`src/rtl/ss_pkg.sv`:
```
package ss_pkg;

  typedef enum logic {
    RUN_IDLE = 1'b0,
    RUN_ACTIVE = 1'b1
  } run_state_e;

  localparam int unsigned SS_MIN_SYNC = 2;

endpackage

```
`src/rtl/ss_rst_sync.sv`:
```
module ss_rst_sync #(
  parameter int unsigned STAGES = 2
) (
  input  logic clk,
  input  logic rst_n,
  output logic rst_q_n
);

  logic [STAGES-1:0] chain_q;
  logic [STAGES-1:0] chain_d;

  always_comb begin
    chain_d = {chain_q[STAGES-2:0], 1'b1};
  end

  always_ff @(posedge clk or negedge rst_n) begin
    if (!rst_n) begin
      chain_q <= '0;
    end else begin
      chain_q <= chain_d;
    end
  end

  assign rst_q_n = chain_q[STAGES-1];

endmodule

```
`src/rtl/ss_req_pulse.sv`:
```
module ss_req_pulse #(
  parameter int unsigned STAGES = 2
) (
  input  logic clk,
  input  logic rst_q_n,
  input  logic req_async,
  output logic pulse_o
);

  localparam int unsigned TOP = STAGES - 1;

  logic [STAGES-1:0] sync_q;
  logic [STAGES-1:0] sync_d;
  logic              last_q;
  logic              last_d;
  logic              pulse_q;
  logic              pulse_d;

  generate
    for (genvar g = 0; g < STAGES; g++) begin : g_stage
      if (g == 0) begin : g_first
        always_comb sync_d[g] = req_async;
      end else begin : g_next
        always_comb sync_d[g] = sync_q[g-1];
      end
    end
  endgenerate

  always_comb begin
    last_d  = sync_q[TOP];
    pulse_d = sync_q[TOP] & ~last_q;
  end

  always_ff @(posedge clk or negedge rst_q_n) begin
    if (!rst_q_n) begin
      sync_q  <= '0;
      last_q  <= 1'b0;
      pulse_q <= 1'b0;
    end else begin
      sync_q  <= sync_d;
      last_q  <= last_d;
      pulse_q <= pulse_d;
    end
  end

  assign pulse_o = pulse_q;

endmodule

```
`src/rtl/ss_run_ctrl.sv`:
```
module ss_run_ctrl
  import ss_pkg::*;
(
  input  logic clk,
  input  logic rst_q_n,
  input  logic start_in,
  input  logic clear_i,
  output logic run_o
);

  run_state_e state_q;
  run_state_e state_d;
  logic       prev_q;
  logic       prev_d;
  logic       fall;

  always_comb begin
    prev_d  = start_in;
    fall    = prev_q & ~start_in;
    state_d = state_q;
    if (clear_i) begin
      state_d = RUN_IDLE;
    end else if (fall) begin
      state_d = RUN_ACTIVE;
    end
  end

  always_ff @(posedge clk or negedge rst_q_n) begin
    if (!rst_q_n) begin
      prev_q  <= 1'b0;
      state_q <= RUN_IDLE;
    end else begin
      prev_q  <= prev_d;
      state_q <= state_d;
    end
  end

  assign run_o = (state_q == RUN_ACTIVE);

endmodule

```
`src/rtl/ss_host_regs.sv`:
```
module ss_host_regs #(
  parameter int unsigned DATA_W = 16,
  parameter int unsigned ADDR_W = 2
) (
  input  logic                          clk,
  input  logic                          rst_q_n,
  input  logic                          cs_n,
  input  logic                          wr_n,
  input  logic [ADDR_W-1:0]             addr,
  input  logic [DATA_W-1:0]             data,
  output logic                          wr_evt_o,
  output logic [(1<<ADDR_W)*DATA_W-1:0] regs_o
);

  localparam int unsigned NUM_REGS = 1 << ADDR_W;

  logic wr_prev_q;
  logic wr_prev_d;
  logic wr_fire;

  always_comb begin
    wr_prev_d = wr_n;
    wr_fire   = ~cs_n & ~wr_prev_q & wr_n;
  end

  always_ff @(posedge clk or negedge rst_q_n) begin
    if (!rst_q_n) begin
      wr_prev_q <= 1'b1;
    end else begin
      wr_prev_q <= wr_prev_d;
    end
  end

  generate
    for (genvar r = 0; r < NUM_REGS; r++) begin : g_reg
      logic              load_en;
      logic [DATA_W-1:0] word_q;
      logic [DATA_W-1:0] word_d;

      always_comb begin
        load_en = wr_fire & (addr == ADDR_W'(r));
        word_d  = load_en ? data : word_q;
      end

      always_ff @(posedge clk or negedge rst_q_n) begin
        if (!rst_q_n) begin
          word_q <= '0;
        end else begin
          word_q <= word_d;
        end
      end

      assign regs_o[r*DATA_W +: DATA_W] = word_q;
    end
  endgenerate

  assign wr_evt_o = wr_fire;

endmodule

```
`src/rtl/start_sequencer.sv`:
```
module start_sequencer #(
  parameter int unsigned DATA_W      = 16,
  parameter int unsigned ADDR_W      = 2,
  parameter int unsigned SYNC_STAGES = 2,
  parameter int unsigned RST_STAGES  = 2
) (
  input  logic                          clk,
  input  logic                          rst_n,
  input  logic                          start_req_async,
  output logic                          start_pulse_o,
  input  logic                          start_in,
  output logic                          run_o,
  input  logic                          host_cs_n,
  input  logic                          host_wr_n,
  input  logic [ADDR_W-1:0]             host_addr,
  input  logic [DATA_W-1:0]             host_data,
  output logic [(1<<ADDR_W)*DATA_W-1:0] ctrl_regs_o
);

  localparam int unsigned SYNC_USED =
    (SYNC_STAGES < ss_pkg::SS_MIN_SYNC) ? ss_pkg::SS_MIN_SYNC : SYNC_STAGES;
  localparam int unsigned RST_USED =
    (RST_STAGES < ss_pkg::SS_MIN_SYNC) ? ss_pkg::SS_MIN_SYNC : RST_STAGES;

  logic rst_q_n;
  logic wr_evt;

  ss_rst_sync #(.STAGES(RST_USED)) u_rst (
    .clk     (clk),
    .rst_n   (rst_n),
    .rst_q_n (rst_q_n)
  );

  ss_req_pulse #(.STAGES(SYNC_USED)) u_req (
    .clk       (clk),
    .rst_q_n   (rst_q_n),
    .req_async (start_req_async),
    .pulse_o   (start_pulse_o)
  );

  ss_host_regs #(.DATA_W(DATA_W), .ADDR_W(ADDR_W)) u_regs (
    .clk      (clk),
    .rst_q_n  (rst_q_n),
    .cs_n     (host_cs_n),
    .wr_n     (host_wr_n),
    .addr     (host_addr),
    .data     (host_data),
    .wr_evt_o (wr_evt),
    .regs_o   (ctrl_regs_o)
  );

  ss_run_ctrl u_run (
    .clk      (clk),
    .rst_q_n  (rst_q_n),
    .start_in (start_in),
    .clear_i  (wr_evt),
    .run_o    (run_o)
  );

endmodule

```
`config.mk`:
```
export PLATFORM = sky130hd
export DESIGN_NAME = start_sequencer
export DESIGN_NICKNAME = d
export VERILOG_FILES = /design/src/rtl/ss_pkg.sv /design/src/rtl/ss_rst_sync.sv /design/src/rtl/ss_req_pulse.sv /design/src/rtl/ss_run_ctrl.sv /design/src/rtl/ss_host_regs.sv /design/src/rtl/start_sequencer.sv
export SDC_FILE = /design/constraint.sdc
export NUM_CORES = 1
export LEC_CHECK = 0
export ABC_AREA = 1
export BUFFER_PORTS_ARGS = -buffer_cell sky130_fd_sc_hd__buf_2
export CAP_MARGIN = 20
export CORE_ASPECT_RATIO = 0.7
export CORE_MARGIN = 1.5
export CORE_UTILIZATION = 45
export DETAILED_ROUTE_END_ITERATION = 16
export PLACE_DENSITY = 0.71
export RECOVER_POWER = 25
export SLEW_MARGIN = 15
export SYNTH_ARGS = -nofsm -noshare
export SYNTH_HDL_FRONTEND = slang
export SYNTH_SLANG_ARGS = --single-unit
```
`constraint.sdc`:
```
create_clock -name clk -period 3 [get_ports clk]
set_input_delay 0.6 -clock clk [delete_from_list [all_inputs] [get_ports clk]]
set_output_delay 0.6 -clock clk [all_outputs]
set_load 0.01 [all_outputs]
```
======== Yosys cells after proc, flatten, opt, wreduce, memory -nomap -nowiden ========
Index checks and enable logic that the tools add are counted.
cells by class
  $add $sub $neg .......................... 0
  equality and inequality tests ........... 3
  $mul .................................... 0
  shift operators ......................... 0
  $lt $le $gt $ge ......................... 0
  mux-type cells .......................... 2
  bitwise logic cells ..................... 12
  divide/modulo/power cells ............... 0
  reductions and logical operators ........ 2
operator list
  cell                  count
  $and A1 B1 Y1         8
  $eq A2 B2 Y1 const B  2
  $not A1 Y1            4
  $eq A2 B1 Y1 const B  1
  $logic_not A2 Y1      1
  $mux W1               2
  $reduce_bool A2 Y1    1
storage, ports and cells
  flip-flop bits (word level) ............. 73
  bits in latches ......................... 0
  bits of input ports ..................... 24
  output and inout port bits .............. 66
  logic and storage cells ................. 30
  memory bits (read-only) ................. 0
  memories kept ........................... 0
  RAM bits ................................ 0

======== Depth between registers and ports, before layout ========
  depth after elaboration ................. 4
  gate-level depth with buffers ........... 6

======== Cells and area by module ========
Synthesis repeated with hierarchy kept, for this count alone.
second synthesis, totals
  cell total of the unflattened synthesis .. 307
  area total of the unflattened synthesis .. 2971.6 um^2
by module, submodules not included
  module        instances  cells each  area each (um^2)
  ss_host_regs  1          292         2737.6
  ss_req_pulse  1          6           110.1
  ss_run_ctrl   1          6           70.1
  ss_rst_sync   1          3           53.8

======== Least setup slack after synthesis ========
No wires, ideal clock.
  kind .................................... input-to-reg
  start ................................... input port host_addr[1]
  end ..................................... register u_regs.g_reg[0].word_q[10]
  data arrival time ....................... 1322 ps
  stages .................................. 5
  path slack .............................. 1561 ps
  cell sequence ........................... nor2_2 nand3_1 buf_2 nand2_1 nand2_1
on the way
  word-level cells in the longest chain between the ends .. 2
ends and longest elaborated chain
  element               line                   source
  start, declared       start_sequencer.sv:15  input logic [ADDR_W-1:0] host_addr,
  $logic_not A2 Y1      ss_host_regs.sv:41     load_en = wr_fire & (addr == ADDR_W'(r));
  $and A1 B1 Y1         ss_host_regs.sv:41
  end signal, assigned  ss_host_regs.sv:49     word_q <= word_d;
  end, declared         ss_host_regs.sv:37     logic [DATA_W-1:0] word_q;
Every way passes these cells.
A chain may end at the register's enable or synchronous reset.

======== Worst setup path in the final report ========
  start ................................... input port host_wr_n
  end ..................................... register u_regs.g_reg[3].word_q[8]
on the way
  word-level cells in the longest chain between the ends .. 2
ends and longest elaborated chain
  element               line                   source
  start, declared       start_sequencer.sv:14  input logic host_wr_n,
  $and A1 B1 Y1         ss_host_regs.sv:23     wr_fire = ~cs_n & ~wr_prev_q & wr_n;
  $and A1 B1 Y1         ss_host_regs.sv:41
  end signal, assigned  ss_host_regs.sv:49
  end, declared         ss_host_regs.sv:37
Every way passes these cells.

==> qor.csv <==
metric;value;unit
RSZ-0062 raised after global routing;no;
status;finished, final reports clean;
number of enable-type register cells in the synthesized netlist;0;
Num CTS Buffers;9;
CP max FO;27;
number of cells upsized or downsized after cts;0;
cell area after placement;3447;um2
register-to-register setup slack;1160;ps
Worst-Margin Slew;1273;ps
final design area excluding fillers;3671;um2
Total GRT Usage;22.95;%
number of ports placed on the die boundary;90;
first-pass GRT wire length;12.30;mm
die width;99.66;um
CP required;3230;ps
Crit. End Element;flip-flop;
die height;70.66;um
starting density of the core;46.89;%
total number of clock tree sinks;73;
post-CTS clock slew at the launch and capture registers of the worst setup and hold paths;80;ps
Row Count;24;
Final period util;73.86;%
share of post-route cells with drive strength above 1;29.57;%
number of antenna-violating nets in the routed design;0;
final-stage net count;418;
Final Critical Period;2216;ps
leading post-synthesis cells by cell area;dfrtp_1, nand2_1, nand4_1;
total count of max-transition violations in the final report;0;
Tot Pwr;2682;uW
filler cell count in the final layout;594;
worst rel slew slack;15.15;%
Synth Register Bits;73;
maximum clock rate;451.3;MHz
clock root buffer master;clkbuf_8;
via count of the first global-routing pass;2319;
DRC violation count after routing;0;
leakage dissipation;0.002049;uW
clock tree from TritonCTS;done;
Final Non-Filler Cells;477;
sum of negative setup slack;0;ps
clock skew;5.038;ps
most numerous cell in the Yosys netlist;nand2_1;
post-synthesis cell type with the largest combined area;dfrtp_1;
dominant synthesized flop cell;dfrtp_1;
count of input and output buffers;89;
hold buffer count at CTS;0;
global placer's final weighted congestion;0.8065;
cell total after placement;461;
post-synth cell types;18;
Final Hold Fails;0;
synth cell count leaders;nand2_1, dfrtp_1, nand4_1;
fraction of the yosys area taken by sequential cells;62.12;%
worst skew pair latency;350;ps
Critical Path AT;2450;ps
antenna violations before repair;0;
maximum level of the CTS H-tree;3;
cell area after synthesis;2943;um2
endpoints failing setup;0;
count of warnings emitted by yosys;0;
total wire length;7.543;mm
via-per-instance ratio;5.371;
FF-to-FF End;u_regs.g_reg[3].word_q[8]$_DFFE_PN0P_;
Max rail drop VDD;298.5;uV
Post-DP HPWL;5.289;mm
final global-route overflow total;0;
number of max-cap violations;0;
Pre-antenna DRT Iters;5;
Mapped Avg Cell Area;9.586;um2
startpoint kind of the worst setup timing path;primary input;
Post-synth ARST share;100.0;%
area delta synth->final;24.74;%
worst reg2reg startpoint;u_regs.wr_prev_q$_DFF_PN1_;
ratio of total power to cell area;730.6;nW/um2
Mapped Cells;307;
fraction of synthesized cell area taken by the top area cell type;61.22;%
largest buffer count on any clock path;2;
DR vias;2562;
antenna diode count;0;
pin count of the biggest net entering global routing;42;
number of violations reported at the end of detailed-routing iteration 0;255;
FF-to-FF path depth;4;
Post-Syn Nets;331;
Std-Cell Core Area;6276;um2
area enclosed by the die boundary;7042;um2
Wirelength per Cell;15.81;um
Min-Delay Path Class;primary input to async pin;
critical path class;primary input to flip-flop;
number of buffers added for setup after CTS;0;
-- metal layers --
| metal | share of wire (%) | vias up | wire length, um | global-route usage [%] |
|---|---|---|---|---|
| li1 | - | 1216 | - | - |
| met1 | 50 | 1232 | 3743 | 36.29 |
| met2 | 42 | 102 | 3185 | 30.97 |
| met3 | 6.8 | 12 | 515 | 5.040 |
| met4 | 1.3 | 0 | 98 | 8.138 |
| met5 | 0 | - | 0 | 0 |
-- layout make-up --
type / count / area, um2 / area share (%)
inverter: 6 / 22.52 / 0.6135
multi-input combinational: 206 / 972.2 / 26.48
timing repair buffer: 98 / 521.8 / 14.21
clock buffer: 11 / 151.4 / 4.124
sequential: 73 / 1828 / 49.80
clock inverter: 5 / 77.57 / 2.113
tap: 78 / 97.59 / 2.658
-- stage by stage --
stage / util [%] / hold slack, ps / setup slack, ps
after floorplan: - / 304.4 / 818.3
after global placement: 54.92 / 335.5 / 892.5
after detailed placement: 54.92 / 338.1 / 827.1
after CTS: 58.57 / 9.215 / 1167
after global routing: 58.49 / 11.30 / 598.0
final: 58.49 / 21.51 / 784.1
-- registers in the layout (all words and copies together), names as in the netlist --
name,count
u_run.run_o,1
u_rst.chain_q,2
u_req.last_q,1
u_regs.wr_prev_q,1
u_req.sync_q,2
u_run.prev_q,1
u_regs.g.word_q,64
u_req.pulse_o,1
-- layout by cell type, fill, tap and decap left out, drive strengths merged --
master / instances
o21ai: 1
nor2: 6
nand4: 64
nand3: 4
conb: 1
clkbuf: 14
inv: 5
clkinvlp: 1
nand2: 130
dfstp: 1
bufinv: 2
buf: 95
clkinv: 3
dfrtp: 72
-- worst max path at each step --
stage	slack, ps	depth (start not counted)	startpoint	to
2_1_floorplan	820	0	u_rst.chain_q[1]$_DFF_PN0_	u_regs.g_reg[0].word_q[0]$_DFFE_PN0P_
3_3_place_gp	890	5	host_cs_n	u_regs.g_reg[3].word_q[9]$_DFFE_PN0P_
3_5_place_dp	830	5	host_cs_n	u_regs.g_reg[3].word_q[8]$_DFFE_PN0P_
4_1_cts	1170	4	u_regs.wr_prev_q$_DFF_PN1_	u_regs.g_reg[3].word_q[8]$_DFFE_PN0P_
5_1_grt	600	4	host_wr_n	u_regs.g_reg[3].word_q[8]$_DFFE_PN0P_
6_report	780	4	host_wr_n	u_regs.g_reg[3].word_q[8]$_DFFE_PN0P_
-- power by group --
part           leakage [uW]  switching (uW)  internal (uW)
logic               0.00102             318            209
registers          0.000917             114           1170
clock network      0.000115             364            511
total               0.00205             796           1890
-- logic make-up (layout without fill, tap and decap cells) --
family	after synthesis	after routing	synth area share (%)
other	1	1	0.1274
buffers and inverters	28	120	4.847
AO/OA/AOI/OAI	1	1	0.1699
flip-flops	73	73	62.12
AND/OR/NAND/NOR	204	204	32.74
-- critical path: stages --
cell and delay, ps:
clkbuf_1 810, nand3_1 730, nand2_1 230, nand2_1 70
(Power assumes the default switching activity.)
